===== config.mk =====
export PLATFORM = sky130hd
export DESIGN_NAME = polyphase_interp
export DESIGN_NICKNAME = d
export VERILOG_FILES = /design/src/rtl/pinterp_pkg.sv /design/src/rtl/pinterp_rst_sync.sv /design/src/rtl/pinterp_tapline.sv /design/src/rtl/pinterp_lane.sv /design/src/rtl/polyphase_interp.sv
export SDC_FILE = /design/constraint.sdc
export NUM_CORES = 1
export LEC_CHECK = 0
export BUFFER_PORTS_ARGS = -buffer_cell sky130_fd_sc_hd__buf_2
export CORE_MARGIN = 1
export CORE_UTILIZATION = 65
export CTS_CLUSTER_DIAMETER = 40
export DETAILED_ROUTE_END_ITERATION = 16
export PLACE_DENSITY_LB_ADDON = 0.1
export SYNTH_ARGS = -nofsm -noshare
export SYNTH_HDL_FRONTEND = slang
export SYNTH_SLANG_ARGS = --single-unit

===== constraint.sdc =====
create_clock -name clk -period 6.6 [get_ports clk]
set_clock_uncertainty 0.2 [all_clocks]
set_input_delay 0.33 -clock clk [delete_from_list [all_inputs] [get_ports clk]]
set_output_delay 0.33 -clock clk [all_outputs]
set_load 0.1 [all_outputs]

===== src/rtl/pinterp_pkg.sv =====
package pinterp_pkg;

  // number of prototype taps per polyphase branch after zero padding
  function automatic int taps_per_phase(input int ntaps, input int phases);
    return (ntaps + phases - 1) / phases;
  endfunction

  // width holding a sum of depth products without wrap
  function automatic int acc_width(input int din_w, input int coef_w, input int depth);
    return din_w + coef_w + $clog2(depth) + 1;
  endfunction

endpackage


===== src/rtl/pinterp_rst_sync.sv =====
module pinterp_rst_sync (
  input  logic clk,
  input  logic arst_n,
  output logic srst_n
);

  logic [1:0] sync_q;
  logic [1:0] sync_d;

  always_comb begin
    sync_d = {sync_q[0], 1'b1};
  end

  always_ff @(posedge clk or negedge arst_n) begin
    if (!arst_n) begin
      sync_q <= '0;
    end else begin
      sync_q <= sync_d;
    end
  end

  assign srst_n = sync_q[1];

endmodule


===== src/rtl/pinterp_tapline.sv =====
module pinterp_tapline #(
  parameter int DIN_W = 12,
  parameter int DEPTH = 4
) (
  input  logic                   clk,
  input  logic                   rst_n,
  input  logic                   shift_en,
  input  logic [DIN_W-1:0]       din,
  output logic [DEPTH*DIN_W-1:0] taps_flat
);

  logic [DIN_W-1:0] stage_q [DEPTH];
  logic [DIN_W-1:0] stage_d [DEPTH];
  logic [DIN_W-1:0] src     [DEPTH];

  for (genvar i = 0; i < DEPTH; i++) begin : g_stage
    if (i == 0) begin : g_head
      assign src[i] = din;
    end else begin : g_body
      assign src[i] = stage_q[i-1];
    end
    assign taps_flat[i*DIN_W +: DIN_W] = stage_q[i];
  end

  always_comb begin
    for (int i = 0; i < DEPTH; i++) begin
      stage_d[i] = shift_en ? src[i] : stage_q[i];
    end
  end

  always_ff @(posedge clk or negedge rst_n) begin
    if (!rst_n) begin
      for (int i = 0; i < DEPTH; i++) stage_q[i] <= '0;
    end else begin
      for (int i = 0; i < DEPTH; i++) stage_q[i] <= stage_d[i];
    end
  end

  // delay line is frozen on cycles without a sample
  assert_freeze_R4: assert property (@(posedge clk) disable iff (!rst_n)
    !shift_en |=> $stable(taps_flat));

endmodule


===== src/rtl/pinterp_lane.sv =====
module pinterp_lane
  import pinterp_pkg::*;
#(
  parameter int M      = 4,
  parameter int NTAPS  = 14,
  parameter int DEPTH  = 4,
  parameter int PHASE  = 0,
  parameter int DIN_W  = 12,
  parameter int COEF_W = 12,
  parameter int DOUT_W = 12,
  parameter int SHIFT  = 10,
  parameter logic [NTAPS*COEF_W-1:0] COEFS = '0
) (
  input  logic                   clk,
  input  logic                   rst_n,
  input  logic                   ce_acc,
  input  logic                   ce_out,
  input  logic [DEPTH*DIN_W-1:0] taps_flat,
  output logic [DOUT_W-1:0]      lane_out
);

  localparam int PROD_W = DIN_W + COEF_W;
  localparam int ACC_W  = acc_width(DIN_W, COEF_W, DEPTH);
  localparam logic signed [ACC_W:0] BIAS =
    (SHIFT > 0) ? ((ACC_W+1)'(1) <<< (SHIFT > 0 ? SHIFT - 1 : 0)) : '0;
  localparam logic signed [ACC_W:0] HI =
    {{(ACC_W+2-DOUT_W){1'b0}}, {(DOUT_W-1){1'b1}}};
  localparam logic signed [ACC_W:0] LO =
    {{(ACC_W+2-DOUT_W){1'b1}}, {(DOUT_W-1){1'b0}}};

  logic signed [PROD_W-1:0] prod [DEPTH];
  logic signed [ACC_W-1:0]  acc_sum, acc_d, acc_q;
  logic signed [ACC_W:0]    biased, shifted;
  logic signed [DOUT_W-1:0] sat_val, out_d, out_q;

  // one multiplier per live tap; padded taps build nothing
  for (genvar j = 0; j < DEPTH; j++) begin : g_tap
    localparam int IDX = PHASE + j * M;
    if (IDX < NTAPS) begin : g_live
      localparam logic signed [COEF_W-1:0] CF = COEFS[IDX*COEF_W +: COEF_W];
      logic signed [DIN_W-1:0] sample;
      assign sample  = taps_flat[j*DIN_W +: DIN_W];
      assign prod[j] = PROD_W'(sample) * PROD_W'(CF);
    end else begin : g_pad
      assign prod[j] = '0;
    end
  end

  always_comb begin
    acc_sum = '0;
    for (int j = 0; j < DEPTH; j++) begin
      acc_sum = acc_sum + ACC_W'(prod[j]);
    end
  end

  always_comb begin
    biased  = (ACC_W+1)'(acc_q) + BIAS;
    shifted = biased >>> SHIFT;
    if (shifted > HI) begin
      sat_val = HI[DOUT_W-1:0];
    end else if (shifted < LO) begin
      sat_val = LO[DOUT_W-1:0];
    end else begin
      sat_val = shifted[DOUT_W-1:0];
    end
  end

  always_comb begin
    acc_d = ce_acc ? acc_sum : acc_q;
    out_d = ce_out ? sat_val : out_q;
  end

  always_ff @(posedge clk or negedge rst_n) begin
    if (!rst_n) begin
      acc_q <= '0;
      out_q <= '0;
    end else begin
      acc_q <= acc_d;
      out_q <= out_d;
    end
  end

  assign lane_out = out_q;

  // an all-zero delay line yields a zero sum
  assert_zero_in_R3: assert property (@(posedge clk) disable iff (!rst_n)
    (ce_acc && (taps_flat == '0)) |=> (acc_q == '0));

  // rounding and clamping never turn a non-negative sum negative
  assert_sign_kept_R7: assert property (@(posedge clk) disable iff (!rst_n)
    (ce_out && !acc_q[ACC_W-1]) |=> !out_q[DOUT_W-1]);

endmodule


===== src/rtl/polyphase_interp.sv =====
module polyphase_interp
  import pinterp_pkg::*;
#(
  parameter int M      = 4,
  parameter int NTAPS  = 14,
  parameter int DIN_W  = 12,
  parameter int COEF_W = 12,
  parameter int DOUT_W = 12,
  parameter int SHIFT  = 10,
  parameter logic [NTAPS*COEF_W-1:0] COEFS = {
    -12'sd20, -12'sd60, 12'sd0, 12'sd210, 12'sd520, 12'sd830, 12'sd1000,
    12'sd1000, 12'sd830, 12'sd520, 12'sd210, 12'sd0, -12'sd60, -12'sd20}
) (
  input  logic                  clk,
  input  logic                  rst_n,
  input  logic                  in_valid,
  input  logic [DIN_W-1:0]      in_data,
  output logic                  out_valid,
  output logic [M*DOUT_W-1:0]   out_data
);

  localparam int DEPTH = taps_per_phase(NTAPS, M);

  logic                   rst_s_n;
  logic [DEPTH*DIN_W-1:0] taps_flat;
  logic                   v_tap_q, v_acc_q, v_out_q;
  logic                   v_tap_d, v_acc_d, v_out_d;

  pinterp_rst_sync u_rst_sync (
    .clk    (clk),
    .arst_n (rst_n),
    .srst_n (rst_s_n)
  );

  pinterp_tapline #(
    .DIN_W (DIN_W),
    .DEPTH (DEPTH)
  ) u_tapline (
    .clk       (clk),
    .rst_n     (rst_s_n),
    .shift_en  (in_valid),
    .din       (in_data),
    .taps_flat (taps_flat)
  );

  for (genvar k = 0; k < M; k++) begin : g_lane
    pinterp_lane #(
      .M      (M),
      .NTAPS  (NTAPS),
      .DEPTH  (DEPTH),
      .PHASE  (k),
      .DIN_W  (DIN_W),
      .COEF_W (COEF_W),
      .DOUT_W (DOUT_W),
      .SHIFT  (SHIFT),
      .COEFS  (COEFS)
    ) u_lane (
      .clk       (clk),
      .rst_n     (rst_s_n),
      .ce_acc    (v_tap_q),
      .ce_out    (v_acc_q),
      .taps_flat (taps_flat),
      .lane_out  (out_data[k*DOUT_W +: DOUT_W])
    );
  end

  always_comb begin
    v_tap_d = in_valid;
    v_acc_d = v_tap_q;
    v_out_d = v_acc_q;
  end

  always_ff @(posedge clk or negedge rst_s_n) begin
    if (!rst_s_n) begin
      v_tap_q <= 1'b0;
      v_acc_q <= 1'b0;
      v_out_q <= 1'b0;
    end else begin
      v_tap_q <= v_tap_d;
      v_acc_q <= v_acc_d;
      v_out_q <= v_out_d;
    end
  end

  assign out_valid = v_out_q;

  // edges seen since reset release, so the latency check looks back only that far
  logic [1:0] age_q;
  always_ff @(posedge clk or negedge rst_s_n) begin
    if (!rst_s_n) begin
      age_q <= '0;
    end else if (age_q != 2'd3) begin
      age_q <= age_q + 2'd1;
    end
  end

  assert_valid_latency_R2: assert property (@(posedge clk) disable iff (!rst_s_n)
    (age_q == 2'd3) |-> (out_valid == $past(in_valid, 3)));

  assert_hold_R4: assert property (@(posedge clk) disable iff (!rst_s_n)
    !v_acc_q |=> $stable(out_data));

endmodule


# Word level (Yosys, flattened, before mapping)
# Index checks and enable logic that the tools add are counted.
[word_totals]
out_inout_bits = 49
regBits = 203
elab_cells = 55
[op_classes]
order_cmp = 8
mul = 11
n_addsub = 12
mux = 8
[op_table]
columns = ["cell", "n"]
rows = [
  ["$mul A12 B8 Y20 const B", 5],
  ["$mux W12", 8],
  ["$gt A18 B12 Y1 const B", 4],
  ["$lt A18 B12 Y1 const B", 4],
  ["$add A27 B11 Y28 const B", 2],
  ["$add A24 B11 Y25 const B", 2],
  ["$add A24 B23 Y25", 2],
  ["$mul A12 B10 Y22 const B", 2],
  ["$mul A12 B5 Y17 const B", 2],
  ["$mul A12 B4 Y16 const B", 2],
  ["$add A25 B18 Y26", 1],
  ["$add A25 B19 Y26", 1],
  ["$add A18 B23 Y24", 1],
  ["$add A19 B23 Y24", 1],
  ["$add A21 B23 Y24", 1],
  ["$add A23 B21 Y24", 1],
]

# Longest topological paths before layout
# Gate-level depths: netlist (run 1).
[depth]
word_depth = 4
ltp_mapped = 33
mapped_depth_nobuf = 33

# By module
# From an unflattened synthesis (run 1), not the netlist that was laid out.
[unflattened]
cells_unflattened = 3418
area_unflattened_um2 = 32114.6
[by_module_without_submodules]
columns = ["mod", "n_inst", "seq_area_each_um2", "cells_per_inst", "area_per_inst_um2"]
rows = [
  ["pinterp_lane at g_lane[0].u_lane", 1, 725.7, 1017, 9091.2],
  ["pinterp_lane at g_lane[1].u_lane", 1, 725.7, 961, 8891.0],
  ["pinterp_lane at g_lane[2].u_lane", 1, 675.6, 695, 6254.7],
  ["pinterp_lane at g_lane[3].u_lane", 1, 675.6, 638, 5888.1],
  ["pinterp_tapline", 1, 1201.2, 101, 1860.5],
  ["polyphase_interp", 1, 75.1, 3, 75.1],
  ["pinterp_rst_sync", 1, 50.0, 3, 53.8],
]

# Least setup slack after synthesis (run 1)
# No wires, ideal clock.
[synth_timing]
path_kind = "reg-to-reg"
startpoint = "reg u_tapline.stage_q (netlist bit u_tapline.taps_flat[35])"
endpoint = "reg g_lane[0].u_lane.acc_q[22]"
setup_slack_ns = -1.429
stages_incl_launch_ff = 28
period_less_slack_ns = 8.029
required_time_ns = 6.275
path_buffers = 2
arrival_ns = 7.705
setup_ns = 0.125
path_cell_list = "dfrtp_1 -> clkbuf_1 -> clkbuf_1 -> xnor2_1 -> ha_1 -> fa_1 -> fa_1 -> inv_1 -> fa_1 -> inv_1 -> ha_1 -> nand2_1 -> o31ai_1 -> a21o_1 -> a21oi_1 -> xnor2_1 -> fa_1 -> inv_1 -> fa_1 -> inv_1 -> ha_1 -> a21o_1 -> a21o_1 -> a21o_1 -> nor4_1 -> o31ai_2 -> xor2_1 -> mux2_2"
[synth_via]
elab_chain_cells = 3
[synth_lines]
columns = ["item", "line_no", "rtl"]
rows = [
  ["from (decl)", "pinterp_tapline.sv:12", "logic [DIN_W-1:0] stage_q [DEPTH];"],
  ["$mul A12 B10 Y22", "pinterp_lane.sv:43", "assign prod[j] = PROD_W'(sample) * PROD_W'(CF);"],
  ["$add A24 B23 Y25", "pinterp_lane.sv:52", "acc_sum = acc_sum + ACC_W'(prod[j]);"],
  ["$add A25 B19 Y26", "pinterp_lane.sv:52", ""],
  ["to (signal assigned)", "pinterp_lane.sv:75", "acc_q <= '0;"],
  ["to (signal assigned)", "pinterp_lane.sv:78", "acc_q <= acc_d;"],
  ["to (decl)", "pinterp_lane.sv:32", "logic signed [ACC_W-1:0] acc_sum, acc_d, acc_q;"],
]
# Every way passes these cells.
# A chain may end at the register's enable or synchronous reset.

# Worst setup path in the final report (run 1)
[layout_timing]
startpoint = "reg u_tapline.stage_q (netlist bit u_tapline.taps_flat[29])"
endpoint = "reg g_lane[0].u_lane.acc_q[24]"
# Same word-level chain as after synthesis.

==> flow_metrics.tcl, run 1 <==
set metrics [dict create \
    viasPerCell 5.81 \
    timing.critical_path.arrival_ns 7.78 \
    core_area_um2 41900 \
    count_of_max_cap_constraint_violations 0 \
    route.vias.total 23200 \
    gp_routability_congestion 0.950 \
    synth.largest_area_cell "sky130_fd_sc_hd__ha_1" \
    crit_slowest_cell "sky130_fd_sc_hd__fa_1" \
    grt.overflow.total 0 \
    routed_wl_um 80400 \
    worstSetupPathType "reg -> reg" \
    number_of_synthesized_flops_with_an_enable_pin 0 \
    setup.worst_path.start_class "register" \
    source_of_the_worst_hold_timing_path "u_rst_sync.sync_q[0]" \
    groute.layer.met2.usage 0.620 \
    clk_latency_ns 0.50 \
    synth.top_cells.by_area "sky130_fd_sc_hd__ha_1 24%, sky130_fd_sc_hd__fa_1 20%, sky130_fd_sc_hd__dfrtp_1 15%" \
    period_needed_ns 7.57 \
    worst_slew_margin 0.303 \
    postSynthCellCount 2973 \
    r2r_end "g_lane[0].u_lane.acc_q[24]" \
    top_usage_layer "met2" \
    worst_r2r_path_depth 31 \
    setup_ws_ns -0.972 \
    cts_tree "built" \
    antenna_found_initial 4 \
    final_core_utilization 0.821 \
    cp_data_required_time_ns 6.81 \
    grt_start_max_net_pins 164 \
    worstReg2RegStart "u_tapline.taps_flat[29]" \
    timing.final.crit_share 1.15 \
    rsz0062_at_grt "true" \
    cp_max_fo 4 \
    drive_gt1_frac 0.250 \
    syn-cell-area_um2 27600 \
    worstMarginPinSlew_ns 1.05 \
    die-area_um2 43200 \
    synth-main-ff-cell "sky130_fd_sc_hd__dfrtp_1" \
    drc 4 \
    detail-route-antenna-nets 0 \
    synthesis.nets 3790 \
    globalRouteMet3Util 0.0548 \
    setup.worst_path.start "u_tapline.taps_flat[29]" \
    timing.critical_path.mode_cell "sky130_fd_sc_hd__fa_1" \
    synth-seq-area-share 0.150 \
    proportion_of_register_bits_with_asynchronous_set_or_reset_after_synthesis 1.00 \
    hpwl_um 63800 \
    boundaryPins 64 \
    cts_num_sinks 165 \
    dr.pass1.iters 11 \
    cts.reportedPaths.clkPinSlew_ns 0.07 \
    number_of_nets_in_the_layout 4247 \
    max_clock_freq_ghz 0.132 \
    final-max-slew-violation-count 0 \
    clock_tree.root_cell "sky130_fd_sc_hd__clkbuf_16" \
    netlist-cell-type-count 74 \
    setup_viol_count_final 29 \
    drtIter0Drc 1513 \
    port-buffer-count 63 \
    die_width_um 208 \
    critPathMaxStageDelay_ns 0.51 \
    run_status "complete, but fails checks" \
    failing_checks "DRC, setup timing" \
    die_height_um 208 \
    number_of_global_route_vias_before_repair 24100 \
    routedWlPerCell_um 20.2 \
    start_util 0.659 \
    worstSetupEndpointType "register" \
    rows 75 \
    area_growth_pct 24.6 \
    holdPathEnd "u_rst_sync.sync_q[1]" \
    use_met1 0.480 \
    grt_first_pass_wirelength_um 125000 \
    top_cell_type_s_share_of_synthesized_area 0.236 \
    holdCritPathClass "reg -> reg" \
    yosys_warnings 0 \
    synth.ff_latch_count 165 \
    avgSynthCellArea_um2 9.27 \
    ctsHtreeMaxLevel 4 \
    cts_inserted_buffers 17 \
    grt_usage 0.374 \
    min_delay_path_depth 0 \
    final-hold-violation-count 0 \
    reg2reg_setup_slack_ns -0.97 \
    cts_buffer_depth 2 \
]
-- layer usage --
metal | wire (um) | part of all wire
met1 | 33200 | 0.41
met2 | 38500 | 0.48
met3 | 4690 | 0.058
met4 | 3990 | 0.050
met5 | 15 | 0.00019
-- state kept, by name, indices dropped and copies added, names as in the netlist --
| name | count |
|---|---|
| g_lane.u_lane.acc_q | 64 |
| g_lane.u_lane.lane_out | 48 |
| u_tapline.taps_flat | 48 |
| u_rst_sync.sync_q | 2 |
| out_valid | 1 |
| v_acc_d | 1 |
| v_acc_q | 1 |
-- layout by cell type, fill, tap and decap left out, types with 84 or more instances in the layout --
master,n
sky130_fd_sc_hd__a21oi_1,95
sky130_fd_sc_hd__buf_4,374
sky130_fd_sc_hd__dfrtp_1,141
sky130_fd_sc_hd__fa_1,269
sky130_fd_sc_hd__ha_1,464
sky130_fd_sc_hd__inv_1,503
sky130_fd_sc_hd__nand2_1,171
sky130_fd_sc_hd__nor2_1,84
sky130_fd_sc_hd__o21ai_0,155
sky130_fd_sc_hd__xnor2_1,156
-- what timing repair did --
action	CTS	global route
pin swaps	160	94
hold buffers	14	0
endpoints found under the setup margin	39	44
hold endpoints to repair	14	0
buffers inserted	56	25
gates resized for setup	186	137
-- stage by stage --
stage               hold slack [ns]  std cells  setup TNS [ns]  instance area [um^2]  setup slack [ns]
CTS                           0.155       3965          -17.75                 33500            -0.950
global route                  0.170       3983          -24.80                 34300             -1.18
floorplan                    -0.166       2973           -8.15                 28200            -0.887
global placement            -0.0846       3880          -21.44                 31700             -1.06
finish                        0.153       3985          -18.68                 34400            -0.972
detailed placement          -0.0809       3880          -24.15                 31700             -1.19
-- critical path, delay by kind of cell, from the launching register on --
family | cells | cell delay, ns
AND/OR/NAND/NOR | 6 | 0.89
adder cells (fa/ha/maj) | 9 | 3.72
buffers and inverters | 8 | 0.57
flip-flops | 1 | 0.46
AO/OA/AOI/OAI | 7 | 1.52
XOR/XNOR | 1 | 0.14
-- how the worst max path moves through the flow --
stage                                      end  cells after the start
floorplan           g_lane[0].u_lane.acc_q[22]                     29
global placement    g_lane[0].u_lane.acc_q[22]                     29
detailed placement  g_lane[0].u_lane.acc_q[22]                     29
CTS                 g_lane[0].u_lane.acc_q[25]                     30
global route        g_lane[0].u_lane.acc_q[24]                     28
finish              g_lane[0].u_lane.acc_q[24]                     31
-- cells by family after synthesis --
family	after synthesis	synth area share
fa+ha+maj	802	0.441
buf+inv	598	0.0814
compound gates	592	0.136
simple gates	499	0.0870
xor+xnor	264	0.0839
flops	165	0.150
mux	52	0.0210
other cells	1	0.000136
-- synth_stat cells, drive strengths merged (10+ instances only) --
master	n
inv	547
ha	520
fa	282
o21ai	183
nand2	180
xnor2	173
dfrtp	165
a21oi	131
nor2	98
xor2	91
a21o	62
nand3	49
mux2	46
clkbuf	43
o21a	41
o211ai	31
and3	28
nor3	28
a31oi	25
nor2b	23
nand2b	21
nand4	16
a21boi	13
o31ai	13
o21bai	12
o221ai	12
a211oi	11
a2111oi	10
or3	10
-- area by class of cell --
class,instances,area [um^2]
antenna,3,7.51
sequential,165,4160
tap,539,674
timing repair buffer,487,3730
multi-input combinational,2210,23100
clock inverter,12,144
fill,2602,7500
inverter,549,2070
clock buffer,20,447
Power of run 1 is not shown: default switching activity piles up to over one toggle a cycle in this logic, so the estimate is an artifact.
==> run 2: changes to the inputs <==
--- a/config.mk
+++ b/config.mk
@@ -6,10 +6,10 @@
 export NUM_CORES = 1
 export LEC_CHECK = 0
 export BUFFER_PORTS_ARGS = -buffer_cell sky130_fd_sc_hd__buf_2
-export CORE_MARGIN = 1
 export CORE_UTILIZATION = 65
 export CTS_CLUSTER_DIAMETER = 40
 export DETAILED_ROUTE_END_ITERATION = 16
+export MAX_ROUTING_LAYER = met4
 export PLACE_DENSITY_LB_ADDON = 0.1
 export SYNTH_ARGS = -nofsm -noshare
 export SYNTH_HDL_FRONTEND = slang
==> flow_metrics.tcl, run 2 (synthesized netlist as in run 1, its figures left out) <==
set metrics [dict create \
    period_needed_ns 7.84 \
    max_clock_freq_ghz 0.128 \
    clk_latency_ns 0.50 \
    number_of_global_route_vias_before_repair 23800 \
    drive_gt1_frac 0.244 \
    critPathMaxStageDelay_ns 0.53 \
    route.vias.total 23000 \
    worst_slew_margin 0.314 \
    largest_register "g_lane.u_lane.acc_q" \
    timing.critical_path.mode_cell "sky130_fd_sc_hd__fa_1" \
    grt.overflow.total 0 \
    final-max-slew-violation-count 0 \
    cts_num_sinks 165 \
    worstSetupEndpointType "register" \
    grt_usage 0.383 \
    worstSetupPathType "reg -> reg" \
    clock_tree.root_cell "sky130_fd_sc_hd__clkbuf_16" \
    cts_buffer_depth 2 \
    setup_ws_ns -1.24 \
    cts_inserted_buffers 17 \
    placed_cells_incl_taps 3881 \
    run_status "complete, but fails checks" \
    worstMarginPinSlew_ns 1.03 \
    die-area_um2 43200 \
    boundaryPins 64 \
    port-buffer-count 63 \
    final-instance-count-excl-fill 3972 \
    grt_start_max_net_pins 97 \
    cp_data_required_time_ns 6.78 \
    timing.critical_path.arrival_ns 8.02 \
    timing.final.crit_share 1.19 \
    dr.pass1.iters 5 \
    die_height_um 208 \
    viasPerCell 5.78 \
    final-hold-violation-count 0 \
    cts.reportedPaths.clkPinSlew_ns 0.08 \
    top_library_cells_by_usage_in_the_layout_fill_and_taps_aside "509 x sky130_fd_sc_hd__inv_1, 463 x sky130_fd_sc_hd__ha_1, 364 x sky130_fd_sc_hd__buf_4, 271 x sky130_fd_sc_hd__fa_1, 171 x sky130_fd_sc_hd__nand2_1" \
    crit_slowest_cell "sky130_fd_sc_hd__fa_1" \
    setup_viol_count_final 29 \
    detail-route-antenna-nets 0 \
    failing_checks "setup timing" \
    drc 0 \
    drtIter0Drc 1388 \
    rows 75 \
    fillerInstances 2598 \
    ctsHtreeMaxLevel 4 \
    die_width_um 208 \
    area_growth_pct 24.3 \
    cp_max_fo 5 \
    setup.worst_path.start_class "register" \
    start_util 0.659 \
    hpwl_um 64100 \
    count_of_max_cap_constraint_violations 0 \
    rsz0062_at_grt "true" \
    most_common_cell_after_layout_fill_and_taps_aside "sky130_fd_sc_hd__inv_1" \
    routed_wl_um 80100 \
    cts_tree "built" \
    antenna_found_initial 1 \
    holdCritPathClass "reg -> async" \
    number_of_nets_in_the_layout 4237 \
    grt_first_pass_wirelength_um 124000 \
    gp_routability_congestion 0.982 \
    routedWlPerCell_um 20.2 \
    core_area_um2 41900 \
    fin_tns_setup_ns -23.14 \
    largest_register_ffs 64 \
]
==> run 2: cell types whose count changed in the layout (fill, tap and decap cells not counted), sizes merged, moves of 2 or more <==
cell,before,now
diode,3,1
inv,553,551
clkbuf,20,18
buf,473,463
==> run 2: area by class of cell <==
type                       instances  area, um^2  area share
sequential                       165        4160       0.121
clock buffer                      18         429      0.0125
inverter                         549        2080      0.0607
multi-input combinational       2210       23100       0.675
timing repair buffer             477        3620       0.106
clock inverter                    13         175     0.00511
tap                              539         674      0.0197
antenna                            1        2.50   0.0000730
==> run 2: worst max-delay path, delay by kind of cell, from the launching register on <==
family	cells	cell delay (ns)
flip-flops	1	0.44
buffers and inverters	10	0.85
adder cells (fa/ha/maj)	9	3.88
multiplexers	1	0.25
AO/OA/AOI/OAI	8	1.42
XOR/XNOR	2	0.25
AND/OR/NAND/NOR	2	0.43
==> run 2: what timing repair did <==
action / 4_1_cts / 5_1_grt
buffers inserted: 26 / 29
gates resized for setup: 136 / 167
hold endpoints to repair: 14 / 0
hold buffers: 14 / 0
endpoints found under the setup margin: 40 / 44
pin swaps: 102 / 113
==> run 2: path summary, 6_finish.rpt <==
check                                             end  cells past startpoint  slack, ns               startpoint
setup / recovery           g_lane[0].u_lane.acc_q[17]                     32      -1.24  u_tapline.taps_flat[29]
hold / removal             g_lane[1].u_lane.acc_q[22]                      0       0.05     u_rst_sync.sync_q[1]
setup reg to reg           g_lane[0].u_lane.acc_q[17]                     32      -1.24  u_tapline.taps_flat[29]
hold reg to reg            g_lane[1].u_lane.acc_q[22]                      0       0.05     u_rst_sync.sync_q[1]
max in group asynchronous     u_tapline.taps_flat[35]                      1       4.77     u_rst_sync.sync_q[1]
min in group clk                 u_rst_sync.sync_q[1]                      0       0.16     u_rst_sync.sync_q[0]
==> run 2: layer usage <==
layer | track usage | share of wire
met4 | 0.183 | 0.052
met1 | 0.469 | 0.42
met3 | 0.0614 | 0.053
met2 | 0.619 | 0.48
met5 | - | 0
==> run 2: through the flow <==
step           area, um^2  worst slack (ns)  hold slack, ns  utilization
4_1_cts             33100             -1.08          0.0603        0.792
6_report            34300             -1.24          0.0470        0.819
2_1_floorplan       28200            -0.887          -0.166            -
3_3_place_gp        31600             -1.13         -0.0846        0.756
3_5_place_dp        31600             -1.18         -0.0832        0.756
5_1_grt             34300             -1.47          0.0886        0.819
Power of run 2 is left out for the same reason.
